==> src/rtl/rob_pkg.sv <==
package rob_pkg;

  typedef enum logic [1:0] {
    SLOT_IDLE   = 2'd0,
    SLOT_RETIRE = 2'd1,
    SLOT_TRAP   = 2'd2
  } slot_act_e;

  // Advance a ring position by step (step never exceeds depth).
  function automatic int ring_add(input int base, input int step, input int depth);
    int s;
    s = base + step;
    if (s >= depth) s = s - depth;
    return s;
  endfunction

  // Distance walked forward from 'from' to reach 'to' on the ring.
  function automatic int ring_dist(input int from, input int to, input int depth);
    int d;
    d = to - from;
    if (d < 0) d = d + depth;
    return d;
  endfunction

endpackage

==> src/rtl/rob_ptr_ctl.sv <==
module rob_ptr_ctl
  import rob_pkg::*;
#(
  parameter  int DEPTH = 6,
  localparam int IDX_W = $clog2(DEPTH),
  localparam int CNT_W = $clog2(DEPTH + 1)
) (
  input  logic             clk,
  input  logic             rst,
  input  logic [1:0]       n_alloc,
  input  logic [1:0]       n_retire,
  input  logic             flush,
  input  logic             squash_ok,
  input  logic [IDX_W-1:0] squash_idx,
  input  logic [CNT_W-1:0] squash_keep,
  output logic [IDX_W-1:0] head,
  output logic [IDX_W-1:0] tail,
  output logic [CNT_W-1:0] occ
);

  logic [IDX_W-1:0] head_nx;

  always_comb head_nx = IDX_W'(ring_add(int'(head), int'(n_retire), DEPTH));

  always_ff @(posedge clk) begin
    if (rst) begin
      head <= '0;
      tail <= '0;
      occ  <= '0;
    end else begin
      head <= head_nx;
      if (flush) begin
        tail <= head_nx;
        occ  <= '0;
      end else if (squash_ok) begin
        tail <= IDX_W'(ring_add(int'(squash_idx), 1, DEPTH));
        occ  <= squash_keep - CNT_W'(n_retire);
      end else begin
        tail <= IDX_W'(ring_add(int'(tail), int'(n_alloc), DEPTH));
        occ  <= occ + CNT_W'(n_alloc) - CNT_W'(n_retire);
      end
    end
  end

endmodule

==> src/rtl/rob_entry_store.sv <==
module rob_entry_store #(
  parameter  int DEPTH   = 6,
  parameter  int PC_W    = 16,
  parameter  int DATA_W  = 16,
  parameter  int DST_W   = 5,
  parameter  int CAUSE_W = 4,
  localparam int IDX_W   = $clog2(DEPTH)
) (
  input  logic               clk,
  input  logic               rst,
  input  logic               alloc_we0,
  input  logic [IDX_W-1:0]   alloc_idx0,
  input  logic [PC_W-1:0]    alloc_pc0,
  input  logic [DST_W-1:0]   alloc_dst0,
  input  logic               alloc_we1,
  input  logic [IDX_W-1:0]   alloc_idx1,
  input  logic [PC_W-1:0]    alloc_pc1,
  input  logic [DST_W-1:0]   alloc_dst1,
  input  logic               cpl_we0,
  input  logic [IDX_W-1:0]   cpl_idx0,
  input  logic [DATA_W-1:0]  cpl_data0,
  input  logic               cpl_fault0,
  input  logic [CAUSE_W-1:0] cpl_cause0,
  input  logic               cpl_we1,
  input  logic [IDX_W-1:0]   cpl_idx1,
  input  logic [DATA_W-1:0]  cpl_data1,
  input  logic               cpl_fault1,
  input  logic [CAUSE_W-1:0] cpl_cause1,
  input  logic [IDX_W-1:0]   rd_idx0,
  input  logic [IDX_W-1:0]   rd_idx1,
  output logic               rd0_done,
  output logic               rd0_fault,
  output logic [CAUSE_W-1:0] rd0_cause,
  output logic [PC_W-1:0]    rd0_pc,
  output logic [DST_W-1:0]   rd0_dst,
  output logic [DATA_W-1:0]  rd0_data,
  output logic               rd1_done,
  output logic               rd1_fault,
  output logic [CAUSE_W-1:0] rd1_cause,
  output logic [PC_W-1:0]    rd1_pc,
  output logic [DST_W-1:0]   rd1_dst,
  output logic [DATA_W-1:0]  rd1_data
);

  // Payload arrays: written by index, no reset.
  logic [PC_W-1:0]    pc_mem   [DEPTH];
  logic [DST_W-1:0]   dst_mem  [DEPTH];
  logic [DATA_W-1:0]  data_mem [DEPTH];
  logic [CAUSE_W-1:0] cause_mem[DEPTH];

  // Status bits kept in flops so allocation can clear them in one cycle.
  logic [DEPTH-1:0] done_q;
  logic [DEPTH-1:0] fault_q;

  always_ff @(posedge clk) begin
    if (alloc_we0) begin
      pc_mem[alloc_idx0]  <= alloc_pc0;
      dst_mem[alloc_idx0] <= alloc_dst0;
    end
    if (alloc_we1) begin
      pc_mem[alloc_idx1]  <= alloc_pc1;
      dst_mem[alloc_idx1] <= alloc_dst1;
    end
    if (cpl_we0) begin
      data_mem[cpl_idx0]  <= cpl_data0;
      cause_mem[cpl_idx0] <= cpl_cause0;
    end
    if (cpl_we1) begin
      data_mem[cpl_idx1]  <= cpl_data1;
      cause_mem[cpl_idx1] <= cpl_cause1;
    end
  end

  always_ff @(posedge clk) begin
    if (rst) begin
      done_q  <= '0;
      fault_q <= '0;
    end else begin
      for (int e = 0; e < DEPTH; e++) begin
        if ((alloc_we0 && alloc_idx0 == IDX_W'(e)) ||
            (alloc_we1 && alloc_idx1 == IDX_W'(e))) begin
          done_q[e]  <= 1'b0;
          fault_q[e] <= 1'b0;
        end else if (cpl_we0 && cpl_idx0 == IDX_W'(e)) begin
          done_q[e]  <= 1'b1;
          fault_q[e] <= cpl_fault0;
        end else if (cpl_we1 && cpl_idx1 == IDX_W'(e)) begin
          done_q[e]  <= 1'b1;
          fault_q[e] <= cpl_fault1;
        end
      end
    end
  end

  assign rd0_done  = done_q[rd_idx0];
  assign rd0_fault = fault_q[rd_idx0];
  assign rd0_cause = cause_mem[rd_idx0];
  assign rd0_pc    = pc_mem[rd_idx0];
  assign rd0_dst   = dst_mem[rd_idx0];
  assign rd0_data  = data_mem[rd_idx0];
  assign rd1_done  = done_q[rd_idx1];
  assign rd1_fault = fault_q[rd_idx1];
  assign rd1_cause = cause_mem[rd_idx1];
  assign rd1_pc    = pc_mem[rd_idx1];
  assign rd1_dst   = dst_mem[rd_idx1];
  assign rd1_data  = data_mem[rd_idx1];

endmodule

==> src/rtl/rob_retire_sel.sv <==
module rob_retire_sel
  import rob_pkg::*;
#(
  parameter int CNT_W = 3
) (
  input  logic [CNT_W-1:0] limit,
  input  logic             rd0_done,
  input  logic             rd0_fault,
  input  logic             rd1_done,
  input  logic             rd1_fault,
  output slot_act_e        act0,
  output slot_act_e        act1,
  output logic [1:0]       n_retire,
  output logic             trap
);

  always_comb begin
    act0 = SLOT_IDLE;
    act1 = SLOT_IDLE;
    if (limit >= CNT_W'(1) && rd0_done)
      act0 = rd0_fault ? SLOT_TRAP : SLOT_RETIRE;
    if (act0 == SLOT_RETIRE && limit >= CNT_W'(2) && rd1_done)
      act1 = rd1_fault ? SLOT_TRAP : SLOT_RETIRE;
    n_retire = {1'b0, act0 == SLOT_RETIRE} + {1'b0, act1 == SLOT_RETIRE};
    trap     = (act0 == SLOT_TRAP) || (act1 == SLOT_TRAP);
  end

endmodule

==> src/rtl/rob_commit_unit.sv <==
module rob_commit_unit
  import rob_pkg::*;
#(
  parameter  int DEPTH   = 6,
  parameter  int PC_W    = 16,
  parameter  int DATA_W  = 16,
  parameter  int DST_W   = 5,
  parameter  int CAUSE_W = 4,
  localparam int IDX_W   = $clog2(DEPTH),
  localparam int CNT_W   = $clog2(DEPTH + 1)
) (
  input  logic               clk,
  input  logic               rst,
  input  logic [1:0]         alloc_n,
  input  logic [PC_W-1:0]    alloc_pc0,
  input  logic [DST_W-1:0]   alloc_dst0,
  input  logic [PC_W-1:0]    alloc_pc1,
  input  logic [DST_W-1:0]   alloc_dst1,
  output logic               alloc_ready,
  output logic [IDX_W-1:0]   alloc_idx0,
  output logic [IDX_W-1:0]   alloc_idx1,
  input  logic               cpl0_valid,
  input  logic [IDX_W-1:0]   cpl0_idx,
  input  logic [DATA_W-1:0]  cpl0_data,
  input  logic               cpl0_fault,
  input  logic [CAUSE_W-1:0] cpl0_cause,
  input  logic               cpl1_valid,
  input  logic [IDX_W-1:0]   cpl1_idx,
  input  logic [DATA_W-1:0]  cpl1_data,
  input  logic               cpl1_fault,
  input  logic [CAUSE_W-1:0] cpl1_cause,
  input  logic               squash_valid,
  input  logic [IDX_W-1:0]   squash_idx,
  output logic               rf_we0,
  output logic [DST_W-1:0]   rf_dst0,
  output logic [DATA_W-1:0]  rf_data0,
  output logic               rf_we1,
  output logic [DST_W-1:0]   rf_dst1,
  output logic [DATA_W-1:0]  rf_data1,
  output logic               exc_valid,
  output logic [PC_W-1:0]    exc_pc,
  output logic [CAUSE_W-1:0] exc_cause
);

  logic [IDX_W-1:0]   head_q, tail_q, head_p1;
  logic [CNT_W-1:0]   occ_q;
  logic [1:0]         n_alloc, n_retire;
  logic               trap, squash_ok, alloc_fits;
  logic               cpl_we0, cpl_we1;
  logic [CNT_W-1:0]   sq_age, squash_keep, limit;
  slot_act_e          act0, act1;
  logic               rd0_done, rd0_fault, rd1_done, rd1_fault;
  logic [CAUSE_W-1:0] rd0_cause, rd1_cause;
  logic [PC_W-1:0]    rd0_pc, rd1_pc;
  logic [DST_W-1:0]   rd0_dst, rd1_dst;
  logic [DATA_W-1:0]  rd0_data, rd1_data;

  // Position of a slot counted from the head (0 = oldest).
  function automatic logic [CNT_W-1:0] slot_age(input logic [IDX_W-1:0] idx);
    return CNT_W'(ring_dist(int'(head_q), int'(idx), DEPTH));
  endfunction

  function automatic logic slot_live(input logic [IDX_W-1:0] idx);
    return (int'(idx) < DEPTH) && (slot_age(idx) < occ_q);
  endfunction

  assign head_p1    = IDX_W'(ring_add(int'(head_q), 1, DEPTH));
  assign alloc_idx0 = tail_q;
  assign alloc_idx1 = IDX_W'(ring_add(int'(tail_q), 1, DEPTH));

  always_comb begin
    cpl_we0     = cpl0_valid && slot_live(cpl0_idx);
    cpl_we1     = cpl1_valid && slot_live(cpl1_idx);
    sq_age      = slot_age(squash_idx);
    squash_ok   = squash_valid && slot_live(squash_idx);
    squash_keep = sq_age + CNT_W'(1);
    limit       = squash_ok ? squash_keep : occ_q;
    alloc_fits  = (int'(alloc_n) <= 2) && (int'(alloc_n) <= DEPTH - int'(occ_q));
    alloc_ready = alloc_fits && !trap && !squash_valid;
    n_alloc     = alloc_ready ? alloc_n : 2'd0;
  end

  rob_ptr_ctl #(.DEPTH(DEPTH)) u_ptr (
    .clk        (clk),
    .rst        (rst),
    .n_alloc    (n_alloc),
    .n_retire   (n_retire),
    .flush      (trap),
    .squash_ok  (squash_ok),
    .squash_idx (squash_idx),
    .squash_keep(squash_keep),
    .head       (head_q),
    .tail       (tail_q),
    .occ        (occ_q)
  );

  rob_entry_store #(
    .DEPTH(DEPTH), .PC_W(PC_W), .DATA_W(DATA_W), .DST_W(DST_W), .CAUSE_W(CAUSE_W)
  ) u_store (
    .clk        (clk),
    .rst        (rst),
    .alloc_we0  (n_alloc != 2'd0),
    .alloc_idx0 (alloc_idx0),
    .alloc_pc0  (alloc_pc0),
    .alloc_dst0 (alloc_dst0),
    .alloc_we1  (n_alloc == 2'd2),
    .alloc_idx1 (alloc_idx1),
    .alloc_pc1  (alloc_pc1),
    .alloc_dst1 (alloc_dst1),
    .cpl_we0    (cpl_we0),
    .cpl_idx0   (cpl0_idx),
    .cpl_data0  (cpl0_data),
    .cpl_fault0 (cpl0_fault),
    .cpl_cause0 (cpl0_cause),
    .cpl_we1    (cpl_we1),
    .cpl_idx1   (cpl1_idx),
    .cpl_data1  (cpl1_data),
    .cpl_fault1 (cpl1_fault),
    .cpl_cause1 (cpl1_cause),
    .rd_idx0    (head_q),
    .rd_idx1    (head_p1),
    .rd0_done   (rd0_done),
    .rd0_fault  (rd0_fault),
    .rd0_cause  (rd0_cause),
    .rd0_pc     (rd0_pc),
    .rd0_dst    (rd0_dst),
    .rd0_data   (rd0_data),
    .rd1_done   (rd1_done),
    .rd1_fault  (rd1_fault),
    .rd1_cause  (rd1_cause),
    .rd1_pc     (rd1_pc),
    .rd1_dst    (rd1_dst),
    .rd1_data   (rd1_data)
  );

  rob_retire_sel #(.CNT_W(CNT_W)) u_sel (
    .limit    (limit),
    .rd0_done (rd0_done),
    .rd0_fault(rd0_fault),
    .rd1_done (rd1_done),
    .rd1_fault(rd1_fault),
    .act0     (act0),
    .act1     (act1),
    .n_retire (n_retire),
    .trap     (trap)
  );

  // Registered outputs toward the register file and the trap logic.
  always_ff @(posedge clk) begin
    if (rst) begin
      rf_we0    <= 1'b0;
      rf_we1    <= 1'b0;
      exc_valid <= 1'b0;
    end else begin
      rf_we0    <= (act0 == SLOT_RETIRE);
      rf_we1    <= (act1 == SLOT_RETIRE);
      exc_valid <= trap;
    end
  end

  always_ff @(posedge clk) begin
    rf_dst0   <= rd0_dst;
    rf_data0  <= rd0_data;
    rf_dst1   <= rd1_dst;
    rf_data1  <= rd1_data;
    exc_pc    <= (act0 == SLOT_TRAP) ? rd0_pc : rd1_pc;
    exc_cause <= (act0 == SLOT_TRAP) ? rd0_cause : rd1_cause;
  end

endmodule

==> config.mk <==
export PLATFORM = sky130hd
export DESIGN_NAME = rob_commit_unit
export DESIGN_NICKNAME = d
export VERILOG_FILES = /design/src/rtl/rob_pkg.sv /design/src/rtl/rob_ptr_ctl.sv /design/src/rtl/rob_entry_store.sv /design/src/rtl/rob_retire_sel.sv /design/src/rtl/rob_commit_unit.sv
export SDC_FILE = /design/constraint.sdc
export NUM_CORES = 1
export LEC_CHECK = 0
export BUFFER_PORTS_ARGS = -buffer_cell sky130_fd_sc_hd__buf_2
export CAP_MARGIN = 20
export CORE_AREA = 2 2 263 135
export CTS_CLUSTER_DIAMETER = 100
export DETAILED_ROUTE_END_ITERATION = 16
export DIE_AREA = 0 0 265 137
export GPL_TIMING_DRIVEN = 1
export PLACE_DENSITY = 0.74
export SLEW_MARGIN = 0
export SYNTH_ARGS = -nofsm -noshare
export SYNTH_HDL_FRONTEND = slang
export SYNTH_SLANG_ARGS = --single-unit
==> constraint.sdc <==
create_clock -name clk -period 14 [get_ports clk]
set_input_delay 0.7 -clock clk [delete_from_list [all_inputs] [get_ports clk]]
set_output_delay 0.7 -clock clk [all_outputs]
set_load 0.02 [all_outputs]
==> results_dict.tcl, run 1 <==
set metrics [dict create \
    status "completed" \
    row_count 48 \
    gp_congestion 0.831 \
    yosys.cell_types.count 69 \
    pwr-share-clk_pct 31.5 \
    finalHoldViolations 0 \
    rsz0062_at_grt "false" \
    min_from "cpl0_fault" \
    synth_edf_count 246 \
    peakVddDrop_v 0.000110 \
    fin_crit_ns 7.30 \
    cts_setup_buffers 0 \
    netlist_area_um2 18500 \
    cts_resized 0 \
    synthFlopType "edfxtp_1" \
    clock_sinks 332 \
    grt_max_degree 90 \
    overflow 0 \
    first_global_vias 12400 \
    synthToLayoutAreaGrowth_pct 12.9 \
    port_buffers 171 \
    routedWlPerCell_um 23.9 \
    postRouteAntennaNets 0 \
    nets 1626 \
    arrival_ns 7.76 \
    syn_nets 1481 \
    clk_pin_slew_ns 0.07 \
    remaining_drc_errors 0 \
    hold_slack_ns 0.478 \
    critPathLaunchType "register" \
    whs_endpoint "u_store.fault_q[3]" \
    initial_core_util_pct 54.3 \
    dieHeight_um 137 \
    finalCritPeriodShare_pct 52.1 \
    cp-end-kind "register" \
    post_synth_inst_count 1336 \
    worstSetupPathType "register to register" \
    ys_ff_latch 332 \
    rr_worst_depth 18 \
    grt_use_total_pct 26.0 \
    die_w_um 265 \
    clock_path_buffers 3 \
    firstDrtPassIters 6 \
    holdPathStages 3 \
    ios 172 \
    slew_headroom_pct 27.4 \
    required_ns 14.46 \
    first_iter_violations 1173 \
    clockRootBuffer "clkbuf_16" \
    max_cap_violations 0 \
    internal_power_mw 2.02 \
    htreeDepth 1 \
    grt_antenna_before_repair 3 \
    cts_buffers 30 \
    routed_wl_mm 46.8 \
    dp_hpwl_mm 29.5 \
    setup_tns_ns 0 \
    worst_pin_slew_ns 1.09 \
    drive_above_1_share_pct 39.6 \
    p_comb_share_pct 24.4 \
    seq_power_share_pct 44.1 \
    cts_tree "done" \
    fmax_ghz 0.137 \
    ys_warn_count 0 \
    setup_viol 0 \
    fin_area_um2 20800 \
    syn_area_per_cell_um2 13.8 \
    via_per_inst 6.27 \
    slew_violations 0 \
    post_dp_cell_area_um2 19800 \
    die-area_um2 36300 \
    swShare_pct 29.6 \
    r2r_end "u_ptr.occ[2]" \
    powerDensity_nw_per_um2 138 \
    cp_max_fo 52 \
    hold_buffers 0 \
    coreArea_um2 34000 \
    clock_latency_ns 0.59 \
    vias 12300 \
    synth-seq-area-share_pct 49.3 \
    grt_pass1_wl_mm 72.0 \
    power.leakage_nw 7.60 \
    p_switching_uw 851 \
    ys_async_sr_fraction_pct 0 \
    worst-r2r-setup-slack_ns 6.70 \
    skew_ns 0.0153 \
    hold_path.class "input pin to register" \
    reg2reg_from "u_ptr.head[1]" \
]
## cell usage in the layout (no fill, tap or decap), types with 5 or more instances in the layout
cell type / netlist / final
nor2_1: 68 / 67
clkinv_2: 0 / 5
nor3_1: 8 / 8
bufinv_16: 0 / 6
mux2_2: 190 / 190
nor3b_1: 5 / 5
nor2b_1: 8 / 8
inv_1: 29 / 28
nand3_1: 15 / 15
and3_1: 9 / 9
fa_1: 8 / 8
ha_1: 37 / 37
mux2i_1: 93 / 93
dfxtp_1: 86 / 84
mux2_1: 9 / 9
nand2b_1: 8 / 8
mux4_2: 84 / 84
a21o_1: 7 / 7
xnor2_1: 11 / 11
clkbuf_16: 0 / 30
buf_2: 7 / 171
a21oi_1: 60 / 57
buf_4: 6 / 24
clkinv_1: 0 / 6
o211ai_1: 20 / 20
mux2_4: 51 / 51
o21a_1: 6 / 6
o21ai_0: 56 / 54
nand2_1: 69 / 69
a2111oi_0: 5 / 5
edfxtp_1: 246 / 246
## cell usage after synthesis, types with 3 or more instances
| cell type | number | area share (%) |
|---|---|---|
| and2_1 | 4 | 0.14 |
| mux2i_1 | 93 | 5.0 |
| nor4_1 | 4 | 0.14 |
| buf_6 | 6 | 0.37 |
| nand2_1 | 69 | 1.4 |
| a21oi_1 | 60 | 1.6 |
| clkbuf_1 | 39 | 0.79 |
| fa_1 | 8 | 0.87 |
| nor2_1 | 68 | 1.4 |
| nand4_4 | 3 | 0.35 |
| buf_4 | 6 | 0.24 |
| ha_1 | 37 | 2.5 |
| mux2_4 | 51 | 4.1 |
| edfxtp_1 | 246 | 40 |
| nand2b_1 | 8 | 0.27 |
| inv_1 | 29 | 0.59 |
| mux2_1 | 9 | 0.55 |
| buf_2 | 7 | 0.19 |
| nor3b_1 | 5 | 0.20 |
| and3_1 | 9 | 0.30 |
| nand3b_1 | 3 | 0.12 |
| o21a_1 | 6 | 0.24 |
| nand3_1 | 15 | 0.41 |
| mux2_2 | 190 | 12 |
| mux4_2 | 84 | 10 |
| nor2b_1 | 8 | 0.27 |
| a21o_1 | 7 | 0.28 |
| dfxtp_1 | 86 | 9.3 |
| nor3_1 | 8 | 0.22 |
| nand4_1 | 3 | 0.10 |
| xor2_1 | 4 | 0.19 |
| a211oi_1 | 3 | 0.12 |
| a2111oi_0 | 5 | 0.24 |
| buf_1 | 25 | 0.51 |
| o211ai_1 | 20 | 0.81 |
| xnor2_1 | 11 | 0.52 |
| o21ai_0 | 56 | 1.5 |
| inv_2 | 3 | 0.061 |
## registers in the layout, indices dropped and copies added, names as in the netlist
| name | cells |
|---|---|
| u_store.data_mem | 96 |
| u_store.pc_mem | 96 |
| u_store.dst_mem | 30 |
| u_store.cause_mem | 24 |
| exc_pc | 16 |
| rf_data0 | 16 |
| rf_data1 | 16 |
| u_store.done_q | 6 |
| u_store.fault_q | 6 |
| rf_dst0 | 5 |
| rf_dst1 | 5 |
| exc_cause | 4 |
| u_ptr.head | 3 |
| u_ptr.occ | 3 |
| u_ptr.tail | 3 |
| exc_valid | 1 |
| rf_we0 | 1 |
| rf_we1 | 1 |
## per-layer routing
layer | vias to the layer above | track usage, % | part of all wire (%)
li1 | 5462 | - | -
met3 | 71 | 3.89 | 7.5
met1 | 6196 | 39.1 | 45
met2 | 537 | 40.1 | 45
met4 | 0 | 6.12 | 1.8
met5 | - | 0 | 0
## worst max path at each step
stage | slack [ns] | start | end
floorplan | 7.75 | u_ptr.head[1] | u_store.dst_mem[0][0]
global placement | 6.96 | u_ptr.head[1] | u_ptr.occ[2]
detailed placement | 6.72 | u_ptr.head[1] | u_ptr.occ[2]
CTS | 6.73 | u_ptr.head[1] | u_ptr.occ[2]
global route | 6.20 | u_ptr.head[1] | u_ptr.occ[2]
finish | 6.70 | u_ptr.head[1] | u_ptr.occ[2]
## worst max-delay path: stages (launching register included)
cell	delay, ns
dfxtp_2	0.32
buf_4	0.76
inv_1	0.37
fa_1	0.61
o41ai_2	0.49
xnor2_1	0.18
ha_1	0.25
o21a_1	0.14
a221oi_4	0.61
a41o_2	0.91
inv_2	0.16
a21oi_4	0.45
nand2_1	0.18
fa_1	0.52
fa_1	0.44
xnor2_1	0.18
xnor2_1	0.13
nor2_1	0.05
a2111oi_0	0.38
## cells by family (layout without fill, tap and decap cells)
family / after synthesis / in the layout / synth area share (%)
muxes: 427 / 427 / 31.6
adders and majority gates: 45 / 45 / 3.37
other: 0 / 2 / 0
AOI/OAI and AO/OA: 188 / 188 / 6.71
DFF: 332 / 332 / 49.3
xor gates and xnor gates: 15 / 15 / 0.711
and+or+nand+nor: 214 / 214 / 5.58
buffers and inverters: 115 / 284 / 2.75
## power groups by stage
stage | registers [mW] | logic (mW) | clock network, mW
after floorplan | 1.31 | 0.450 | 0
after global placement | 1.28 | 0.679 | 0
after detailed placement | 1.29 | 0.696 | 0
after CTS | 1.27 | 0.700 | 0.914
after global routing | 1.28 | 0.762 | 0.951
final | 1.27 | 0.703 | 0.905
## final cells by class
class                           count  area (µm²)
Antenna cell                        2        5.00
Multi-Input combinational cell    889        8920
Clock buffer                       34         786
Inverter                           32         120
Timing Repair Buffer              196        1060
Sequential cell                   332        9110
Fill cell                        2600       13100
Tap cell                          450         563
Clock inverter                     22         280
## metrics by stage
| stage | util, % | setup WS, ns | instances | power (mW) |
|---|---|---|---|---|
| 2_1_floorplan | - | 7.75 | 1336 | 1.76 |
| 3_3_place_gp | 58.1 | 6.96 | 1898 | 1.96 |
| 3_5_place_dp | 58.1 | 6.72 | 1898 | 1.98 |
| 4_1_cts | 61.2 | 6.73 | 1954 | 2.88 |
| 5_1_grt | 61.3 | 6.20 | 1957 | 2.99 |
| 6_report | 61.3 | 6.70 | 1957 | 2.88 |
No activity file was read; power rests on OpenSTA's default activity.
==> run 2: changes to the inputs <==
ABC_AREA = 1   (was unset)
CORE_AREA = 2 2 265 136   (was 2 2 263 135)
DIE_AREA = 0 0 267 138   (was 0 0 265 137)
PLACE_DENSITY = 0.76   (was 0.74)
clock period = 5.9 ns   (was 14 ns; I/O delays follow)
==> results_dict.tcl, run 2 <==
set metrics [dict create \
    worstSetupPathType "register to register" \
    cp_max_fo 28 \
    holdPathStages 3 \
    grt_pass1_wl_mm 84.3 \
    final_util_pct 59.2 \
    dp_slack_ns 1.07 \
    die-area_um2 36800 \
    synth-xor-area-share_pct 0.665 \
    grt_max_degree 112 \
    final_common_cell "nand2_1" \
    clock_latency_ns 0.55 \
    setup_viol 0 \
    synth_top_area_share_pct 40.0 \
    clock_sinks 332 \
    die_w_um 267 \
    drive_above_1_share_pct 12.1 \
    ys_async_sr_fraction_pct 0 \
    worst-r2r-setup-slack_ns 1.03 \
    fin_area_um2 20700 \
    worst_pin_slew_ns 0.912 \
    clockRootBuffer "clkbuf_16" \
    setup_tns_ns 0 \
    ys_warn_count 0 \
    grt_use_total_pct 29.1 \
    cts_setup_buffers 0 \
    mostFrequentLayoutCells "nand2_1 (556), o21ai_0 (424), edfxtp_1 (246)" \
    synthFlopType "edfxtp_1" \
    coreArea_um2 35000 \
    power.leakage_nw 8.62 \
    cp-startpoint "u_ptr.head[1]" \
    overflow 0 \
    vias 16600 \
    critical-path-max-stage-delay_ns 0.61 \
    path_delay_family "simple AND/OR/NAND/NOR gates" \
    critical_path.slowest_cell "fa_1" \
    hold_buffers 0 \
    via_per_inst 5.78 \
    ys_ff_latch 332 \
    max_cap_violations 0 \
    cp-end-kind "register" \
    rr_worst_depth 17 \
    rsz0062_at_grt "false" \
    cts_tree "done" \
    r2r_end "u_ptr.occ[2]" \
    grt_antenna_before_repair 3 \
    fin_crit_ns 4.87 \
    arrival_ns 5.31 \
    synthTopCellsByCount "nand2_1 (558), o21ai_0 (430), edfxtp_1 (246)" \
    yosys.area.top_type "edfxtp_1" \
    synth_top_family_by_area "compound AO/OA/AOI/OAI gates" \
    post_synth_inst_count 2273 \
    critPathLaunchType "register" \
    synth_compound_area_share_pct 21.1 \
    clk_pin_slew_ns 0.07 \
    first_global_vias 15300 \
    reg.largest.list "u_store.data_mem (96), u_store.pc_mem (96), u_store.dst_mem (30)" \
    remaining_drc_errors 0 \
    yosys.cell_types.count 45 \
    synthToLayoutAreaGrowth_pct 12.3 \
    finalCritPeriodShare_pct 82.5 \
    status "completed" \
    routed_wl_mm 54.0 \
    postRouteAntennaNets 0 \
    htreeDepth 2 \
    slew_headroom_pct 39.2 \
    post_dp_cell_area_um2 19600 \
    synth-simple-area-share_pct 17.3 \
    dp_hpwl_mm 33.8 \
    synth_mux_area_share_pct 0.0542 \
    fmax_ghz 0.205 \
    path_cells "inv_2 > buf_4 > ha_1 > nand2_1 > nand3_2 > nand2_1 > nand2_2 > nand2_1 > nand2_2 > o211ai_1 > nand2_1 > nand4_2 > nand4_4 > fa_1 > fa_1 > xnor2_1 > a211oi_1" \
    port_buffers 171 \
    cts_resized 0 \
    crit_end "u_ptr.occ[2]" \
    fin_ws_ns 1.03 \
    finalHoldViolations 0 \
    crit_top_cell "nand2_1" \
    peakVddDrop_v 0.000233 \
    gp_congestion 0.903 \
    synthAdderAreaFrac_pct 3.38 \
    row_count 49 \
    routedWlPerCell_um 18.7 \
    hold_path.class "input pin to register" \
    initial_core_util_pct 52.7 \
    dieHeight_um 138 \
    critPathBufInv 2 \
    synth_area_leaders "edfxtp_1 (40%), o21ai_0 (12%), nand2_1 (11%)" \
    netlist_area_um2 18500 \
    skew_ns 0.0301 \
    syn_area_per_cell_um2 8.12 \
    synth.most_common_cell "nand2_1" \
    clock_path_buffers 3 \
    nets 2511 \
    powerDensity_nw_per_um2 376 \
    synth-seq-area-share_pct 49.4 \
    cts_buffers 34 \
    required_ns 6.34 \
    slew_violations 0 \
    syn_nets 2418 \
    first_iter_violations 1993 \
    firstDrtPassIters 6 \
    reg2reg_from "u_ptr.head[1]" \
    synth_edf_count 246 \
    ios 172 \
    critical_path_depth 17 \
]
run 2: cell count changes after synthesis, sizes merged, moves of 22 or more:
cell / previous run / this run
a21oi: 61 / 118
clkbuf: 39 / 99
nor2: 69 / 139
nand3: 15 / 49
nand2: 70 / 562
a211oi: 3 / 44
mux4: 84 / 0
mux2i: 93 / 1
inv: 32 / 224
a31oi: 2 / 24
mux2: 250 / 0
o21ai: 56 / 454
run 2: report_power, final:
part / internal, mW / leakage [nW] / switching, mW
Clock: 1.21 / 0.530 / 0.961
Sequential: 2.97 / 2.95 / 0.172
Combinational: 0.757 / 5.14 / 1.72
run 2: how the worst min path moves through the flow:
| stage | from | end | slack (ns) |
|---|---|---|---|
| final | alloc_pc1[9] | u_store.pc_mem[5][9] | 0.10 |
| after global routing | alloc_dst1[4] | u_store.dst_mem[1][4] | 0.10 |
| after CTS | alloc_pc1[9] | u_store.pc_mem[5][9] | 0.08 |
| after detailed placement | u_store.done_q[5] | u_store.done_q[5] | 0.48 |
| after global placement | u_store.done_q[5] | u_store.done_q[5] | 0.47 |
| after floorplan | u_store.done_q[0] | u_store.done_q[0] | 0.46 |
run 2: cell type report:
cell class	instances	area, µm²
antenna	2	5.00
clock buffer	42	922
clock inverter	20	173
fill	3051	14300
inverter	224	848
multi-input combinational	1564	7890
sequential	332	9120
tap	484	606
timing repair buffer	210	1170
run 2: layer usage:
layer | track usage (%) | up-vias | wire length, µm | share of wire (%)
met2 | 42.4 | 930 | 22800 | 42
li1 | - | 7957 | - | -
met4 | 8.16 | 2 | 979 | 1.8
met1 | 43.7 | 7675 | 24100 | 45
met3 | 6.16 | 84 | 6110 | 11
met5 | 0 | - | 13 | 0.024
run 2: worst min-delay path, stage by stage:
cell,delay (ns)
buf_2,0.13
nand2_1,0.06
o21ai_0,0.06
run 2: logic make-up (layout without fill, tap and decap cells):
logic type | after synthesis | in the layout
fa+ha+maj | 45 | 45
flops | 332 | 332
xor+xnor | 14 | 14
buf+inv | 377 | 496
other cells | 0 | 2
compound gates | 710 | 710
mux | 1 | 1
simple gates | 794 | 794
run 2: stage by stage:
stage / power, mW / hold WS, ns / instances
after floorplan: 4.83 / 0.455 / 2273
after global placement: 5.55 / 0.467 / 2813
after detailed placement: 5.62 / 0.481 / 2813
after CTS: 7.78 / 0.0828 / 2875
after global routing: 8.21 / 0.100 / 2878
final: 7.79 / 0.101 / 2878
